[src/rtl/iowin_pkg.sv]
package iowin_pkg;

    typedef enum logic [1:0] {
        SZ_BYTE     = 2'd0,
        SZ_HALF     = 2'd1,
        SZ_WORD     = 2'd2,
        SZ_WORD_ALT = 2'd3
    } acc_size_e;

    typedef enum logic [1:0] {
        ST_IDLE,
        ST_XFER,
        ST_SKIP,
        ST_RESP
    } bridge_state_e;

    function automatic int unsigned size_bytes(input logic [1:0] code);
        unique case (acc_size_e'(code))
            SZ_BYTE: return 1;
            SZ_HALF: return 2;
            default: return 4;
        endcase
    endfunction

endpackage

[src/rtl/iowin_addr_xlate.sv]
module iowin_addr_xlate #(
    parameter int ADDR_W = 32,
    parameter int PORT_AW = 16,
    parameter logic [ADDR_W-1:0] WIN_BASE = 32'h8000_0000,
    parameter int WIN_LOG2 = 23,
    parameter int FINE_BITS = 5,
    parameter int PAGE_LO = 12,
    parameter int PAGE_HI = 26,
    parameter int COMPACT_SHIFT = 7
) (
    input  logic [ADDR_W-1:0]  addr,
    input  logic               sparse,
    output logic               hit,
    output logic [PORT_AW-1:0] port_addr
);
    localparam logic [ADDR_W-1:0] FINE_MASK = (ADDR_W'(1) << FINE_BITS) - ADDR_W'(1);
    localparam logic [ADDR_W-1:0] PAGE_MASK =
        ((ADDR_W'(1) << (PAGE_HI - PAGE_LO + 1)) - ADDR_W'(1)) << PAGE_LO;

    logic [PORT_AW-1:0] packed_addr;

    always_comb begin
        hit         = (addr[ADDR_W-1:WIN_LOG2] == WIN_BASE[ADDR_W-1:WIN_LOG2]);
        packed_addr = PORT_AW'((addr & FINE_MASK) | ((addr & PAGE_MASK) >> COMPACT_SHIFT));
        port_addr   = sparse ? packed_addr : addr[PORT_AW-1:0];
    end
endmodule

[src/rtl/iowin_lane_swap.sv]
module iowin_lane_swap
    import iowin_pkg::*;
#(
    parameter int DATA_W = 32
) (
    input  logic [1:0]        size,
    input  logic              swap_en,
    input  logic [DATA_W-1:0] din,
    output logic [DATA_W-1:0] dout
);
    localparam int LANES = DATA_W / 8;

    int unsigned nb;

    always_comb begin
        nb = size_bytes(size);
        if (nb > LANES) nb = LANES;
        dout = '0;
        for (int i = 0; i < LANES; i++) begin
            if (i < int'(nb)) begin
                if (swap_en)
                    dout[i*8 +: 8] = din[(int'(nb) - 1 - i)*8 +: 8];
                else
                    dout[i*8 +: 8] = din[i*8 +: 8];
            end
        end
    end
endmodule

[src/rtl/iowin_ctrl.sv]
module iowin_ctrl
    import iowin_pkg::*;
(
    input  logic clk,
    input  logic rst_n,
    input  logic req_valid,
    input  logic req_hit,
    output logic accept,
    output logic capture,
    output logic fwd_strobe,
    output logic done_pulse
);
    bridge_state_e state, state_nx;

    always_ff @(posedge clk or negedge rst_n) begin
        if (!rst_n) state <= ST_IDLE;
        else        state <= state_nx;
    end

    always_comb begin
        state_nx = state;
        unique case (state)
            ST_IDLE: if (req_valid) state_nx = req_hit ? ST_XFER : ST_SKIP; // ISSUE / REJECT
            ST_XFER: state_nx = ST_RESP;                                    // CAPTURE
            ST_SKIP: state_nx = ST_RESP;                                    // SKIPPED
            ST_RESP: state_nx = ST_IDLE;                                    // RETIRE
            default: state_nx = ST_IDLE;
        endcase
    end

    always_comb begin
        accept     = 1'b0;
        capture    = 1'b0;
        fwd_strobe = 1'b0;
        done_pulse = 1'b0;
        unique case (state)
            ST_IDLE: accept = req_valid;
            ST_XFER: begin
                fwd_strobe = 1'b1;
                capture    = 1'b1;
            end
            ST_SKIP: ;
            ST_RESP: done_pulse = 1'b1;
            default: ;
        endcase
    end
endmodule

[src/rtl/iowin_bridge.sv]
module iowin_bridge #(
    parameter int ADDR_W = 32,
    parameter int DATA_W = 32,
    parameter int PORT_AW = 16
) (
    input  logic               clk,
    input  logic               rst_n,
    input  logic               req_valid,
    input  logic [ADDR_W-1:0]  req_addr,
    input  logic [1:0]         req_size,
    input  logic               req_we,
    input  logic [DATA_W-1:0]  req_wdata,
    input  logic               map_sparse,
    input  logic               big_endian,
    output logic               port_valid,
    output logic               port_we,
    output logic [PORT_AW-1:0] port_addr,
    output logic [1:0]         port_size,
    output logic [DATA_W-1:0]  port_wdata,
    input  logic [DATA_W-1:0]  port_rdata,
    output logic               rsp_done,
    output logic               rsp_miss,
    output logic [DATA_W-1:0]  rsp_rdata
);
    logic               accept, capture, fwd_strobe, done_pulse;
    logic               hit_c;
    logic [PORT_AW-1:0] xl_addr_c;

    logic [PORT_AW-1:0] addr_q;
    logic [DATA_W-1:0]  wdata_q, rdata_raw_q;
    logic [1:0]         size_q;
    logic               we_q, be_q, miss_q;
    logic [DATA_W-1:0]  wdata_sw, rdata_sw;

    iowin_addr_xlate #(.ADDR_W(ADDR_W), .PORT_AW(PORT_AW)) u_xlate (
        .addr      (req_addr),
        .sparse    (map_sparse),
        .hit       (hit_c),
        .port_addr (xl_addr_c)
    );

    iowin_ctrl u_ctrl (
        .clk        (clk),
        .rst_n      (rst_n),
        .req_valid  (req_valid),
        .req_hit    (hit_c),
        .accept     (accept),
        .capture    (capture),
        .fwd_strobe (fwd_strobe),
        .done_pulse (done_pulse)
    );

    always_ff @(posedge clk or negedge rst_n) begin
        if (!rst_n) begin
            addr_q      <= '0;
            wdata_q     <= '0;
            rdata_raw_q <= '0;
            size_q      <= '0;
            we_q        <= 1'b0;
            be_q        <= 1'b0;
            miss_q      <= 1'b0;
        end else if (accept) begin
            addr_q      <= xl_addr_c;
            wdata_q     <= req_wdata;
            rdata_raw_q <= '0;
            size_q      <= req_size;
            we_q        <= req_we;
            be_q        <= big_endian;
            miss_q      <= !hit_c;
        end else if (capture && !we_q) begin
            rdata_raw_q <= port_rdata;
        end
    end

    iowin_lane_swap #(.DATA_W(DATA_W)) u_wswap (
        .size (size_q), .swap_en (be_q), .din (wdata_q), .dout (wdata_sw)
    );

    iowin_lane_swap #(.DATA_W(DATA_W)) u_rswap (
        .size (size_q), .swap_en (be_q), .din (rdata_raw_q), .dout (rdata_sw)
    );

    always_comb begin
        port_valid = fwd_strobe;
        port_we    = fwd_strobe & we_q;
        port_addr  = addr_q;
        port_size  = size_q;
        port_wdata = wdata_sw;
        rsp_done   = done_pulse;
        rsp_miss   = done_pulse & miss_q;
        rsp_rdata  = done_pulse ? rdata_sw : '0;
    end
endmodule

[config.mk]
export PLATFORM = sky130hd
export DESIGN_NAME = iowin_bridge
export DESIGN_NICKNAME = d
export VERILOG_FILES = /design/src/rtl/iowin_pkg.sv /design/src/rtl/iowin_addr_xlate.sv /design/src/rtl/iowin_lane_swap.sv /design/src/rtl/iowin_ctrl.sv /design/src/rtl/iowin_bridge.sv
export SDC_FILE = /design/constraint.sdc
export NUM_CORES = 1
export LEC_CHECK = 0
export CAP_MARGIN = 5
export CORE_MARGIN = 2
export CORE_UTILIZATION = 50
export CTS_CLUSTER_SIZE = 8
export DETAILED_ROUTE_END_ITERATION = 10
export PLACE_DENSITY = 0.83
export SLEW_MARGIN = 10
export SYNTH_ARGS = -nofsm -noshare
export SYNTH_HDL_FRONTEND = slang
export SYNTH_HIERARCHICAL = 1
export SYNTH_SLANG_ARGS = --single-unit
[constraint.sdc]
create_clock -name clk -period 5.65 [get_ports clk]
set_input_delay 0.8475 -clock clk [delete_from_list [all_inputs] [get_ports clk]]
set_output_delay 0.8475 -clock clk [all_outputs]
set_load 0.05 [all_outputs]
==> metrics.md <==
| Metric | Value |
|---|---|
| Run status | `finished clean` |
| Total track usage | `between 20% and 30%` |
| Vias/cell | `approximately 6` |
| Cell family with most CP delay | `buffers and inverters` |
| Setup-failing EPs final | `0` |
| Largest net degree at the start of global routing | `around 100` |
| Final WL | `between 20000 and 25000 um` |
| Setup TNS | `0 ns` |
| Peak per-stage delay on the critical path | `0.93 ns` |
| Initial Utilization | `51.28%` |
| DRT Pass-1 Iters | `6` |
| Non-filler instance count after layout | `~1000` |
| Largest area contributor in the netlist | `dfrtp_1` |
| Dpl cells | `995` |
| Final worst path period need | `approximately 5.2 ns` |
| # hold bufs at CTS | `0` |
| Nets | `~940` |
| Slew margin rel. | `28.50%` |
| Startpoint Class | `flop` |
| Synth Warn # | `6` |
| Sequential share of the synthesized area | `between 30% and 40%` |
| Vias in the first global route | `5826` |
| Worst Hold Class | `in -> async` |
| Mapped Cells | `691` |
| CTS Buffer Depth | `2` |
| Syn Nets | `slightly above 800` |
| Mapped Area | `6792 um2` |
| RSZ-0062 raised after global routing | `no` |
| Fin crit share | `~92%` |
| Die area | `14530 um2` |
| Slowest CP cell | `ha_1` |
| Clk slew on worst S/H paths | `around 0.07 ns` |
| DP Wirelength | `~14000 um` |
| Bufs and invs on worst path | `3` |
| Total core area | `13240 um2` |
| GPL Wtd Cong | `0.9183` |
| Sink Count | `87` |
| Antenna violations before repair | `0` |
| CP max FO | `44` |
| Synth Register Bits | `between 80 and 90` |
| Post-synth cell types | `54` |
| Post-CTS Setup Bufs | `0` |
| Root buf cell | `clkbuf_16` |
| Crit path arrival time | `between 4 and 5 ns` |
| Die Span Y | `120.5 um` |
| Detail Route Antenna Nets | `0` |
| Post-synthesis async set-or-reset flop share | `100.0%` |
| Clock Latency Late Sink | `between 0.3 and 0.4 ns` |
| FP Rows | `42` |
| Die W | `between 100 and 150 um` |
| FMAX | `191.5 MHz` |
| Crit-path cells | `nor2_4 > inv_1 > ha_1 > inv_1 > o21ai_2 > a22oi_1 > a21oi_1 > and2_1 > clkdlybuf4s50_1` |
| CP dominant cell by count | `inv_1` |
| DRC errors left | `0` |
| Port bufs | `roughly 190` |
| Clk_skew | `roughly 0.007 ns` |
| TritonCTS Buffers | `9` |
| H-Tree Depth | `3` |
| First-pass GRT wire length | `between 30000 and 40000 um` |
| Hold Violations, Final | `0` |
| Post-synth EDFFs | `0` |
| Starting DRT DRC Count | `roughly 670` |
| Via Count | `6044` |
| Layout cells sized above 1 | `about an eighth` |
| Post-CTS Resized | `0` |
| Remaining Overflow, GRT | `0` |
| # IOs | `190` |
| Synth top area share | `32.06%` |
| Required @ worst endpoint | `roughly 4.8 ns` |
| Antenna cells | `0` |
| Worst-margin pin slew | `approximately 1.1 ns` |
| Synth area leaders | `dfrtp_1, mux2_4, mux2i_1` |
| Growth of design area from synthesis to finish | `30.45%` |
| Avg Synthesized Cell Area | `9.829 um2` |
| CP Class | `reg -> out` |
| Post-synth top flop | `dfrtp_1` |
| TritonCTS clock tree | `built` |
| Max Cap Viol | `0` |
| Pins Over Slew Limit | `0` |
| Worst Setup End Kind | `output port` |
| Wire length per cell | `about 20 um` |
==> cell families (layout without fill, tap and decap cells) <==
logic type / after synthesis / count (layout) / synth area share, %
fa+ha+maj: 10 / 10 / 1.842
flops: 87 / 87 / 32.06
compound gates: 172 / 172 / 15.16
simple gates: 221 / 221 / 21.06
buf+inv: 75 / 218 / 6.614
mux: 126 / 126 / 23.27
==> final timing paths <==
check                                start             end  slack, ns  depth (start not counted)
max reg2reg                u_ctrl/state[1]      wdata_q[8]       3.08                          5
max                           port_size[1]   rsp_rdata[23]       0.43                          9
min in group clk              port_addr[7]    port_addr[7]       0.50                          1
max in group asynchronous            rst_n            be_q       4.06                          2
min reg2reg                   port_addr[7]    port_addr[7]       0.50                          1
min                                  rst_n  rdata_raw_q[4]       0.44                          1
==> Yosys cell counts (4+ instances only) <==
library cell and number:
a22o_1 9, buf_2 17, clkbuf_1 25, mux2i_1 54, o22ai_1 6, ha_1 10
buf_4 12, or4b_1 5, mux2_1 5, mux2_2 8, o21a_1 9, nor4_1 8
nand2b_1 36, a21oi_1 51, a311oi_1 7, dfrtp_1 87, nor2_1 28, mux2_4 58
o21ai_0 39, buf_6 9, a22oi_1 4, nand2_1 36, nor2b_1 20, inv_1 5
o21ai_1 32, and2_1 37, nand4bb_1 32
==> layer usage <==
layer	vias up	part of all wire, %	routed length [um]	track usage, %
met3	32	7.8	1565	4.292
met2	315	48	9596	43.71
li1	2768	-	-	-
met1	2929	43	8619	39.53
met4	0	1.9	386	7.413
met5	-	0	0	0
==> cells in the final DEF (no fill, tap or decap), drive strengths merged, types with 21 or more instances in the layout <==
master and count:
and2 37, nor2 30, nand2b 36, mux2i 54, a21oi 51, mux2 71
o21ai 73, dfrtp 87, nand2 36, nand4bb 32, clkdlybuf4s50 188, nor2b 21
==> state kept, by name, indices dropped and copies added (netlist names) <==
register      cells
miss_q            1
port_addr        16
be_q              1
wdata_q          32
rdata_raw_q      32
we_q              1
port_size         2
u_ctrl/state      2
==> layout make-up <==
class | instances | area [um2]
clock inverters | 5 | 82.58
clock buffers | 10 | 239.0
inverters | 8 | 30.03
flip-flops and latches | 87 | 2181
fillers | 1068 | 4383
repair buffers | 195 | 1934
multi-input cells | 529 | 4173
well taps | 176 | 220.2
==> through the flow <==
stage | instance area (um2) | hold WS [ns] | setup WS [ns] | util (%)
after floorplan | 6792 | 0.4816 | 1.614 | -
after global placement | 8533 | 0.4729 | 1.067 | 64.44
after detailed placement | 8533 | 0.4904 | 0.9373 | 64.44
after CTS | 8855 | 0.4442 | 0.5499 | 66.87
after global routing | 8860 | 0.4592 | 0.2168 | 66.90
final | 8860 | 0.4382 | 0.4279 | 66.90
Power is left out: the tool's default activity adds up to more than one toggle a clock period on the data nets, which glitch-free logic cannot reach.
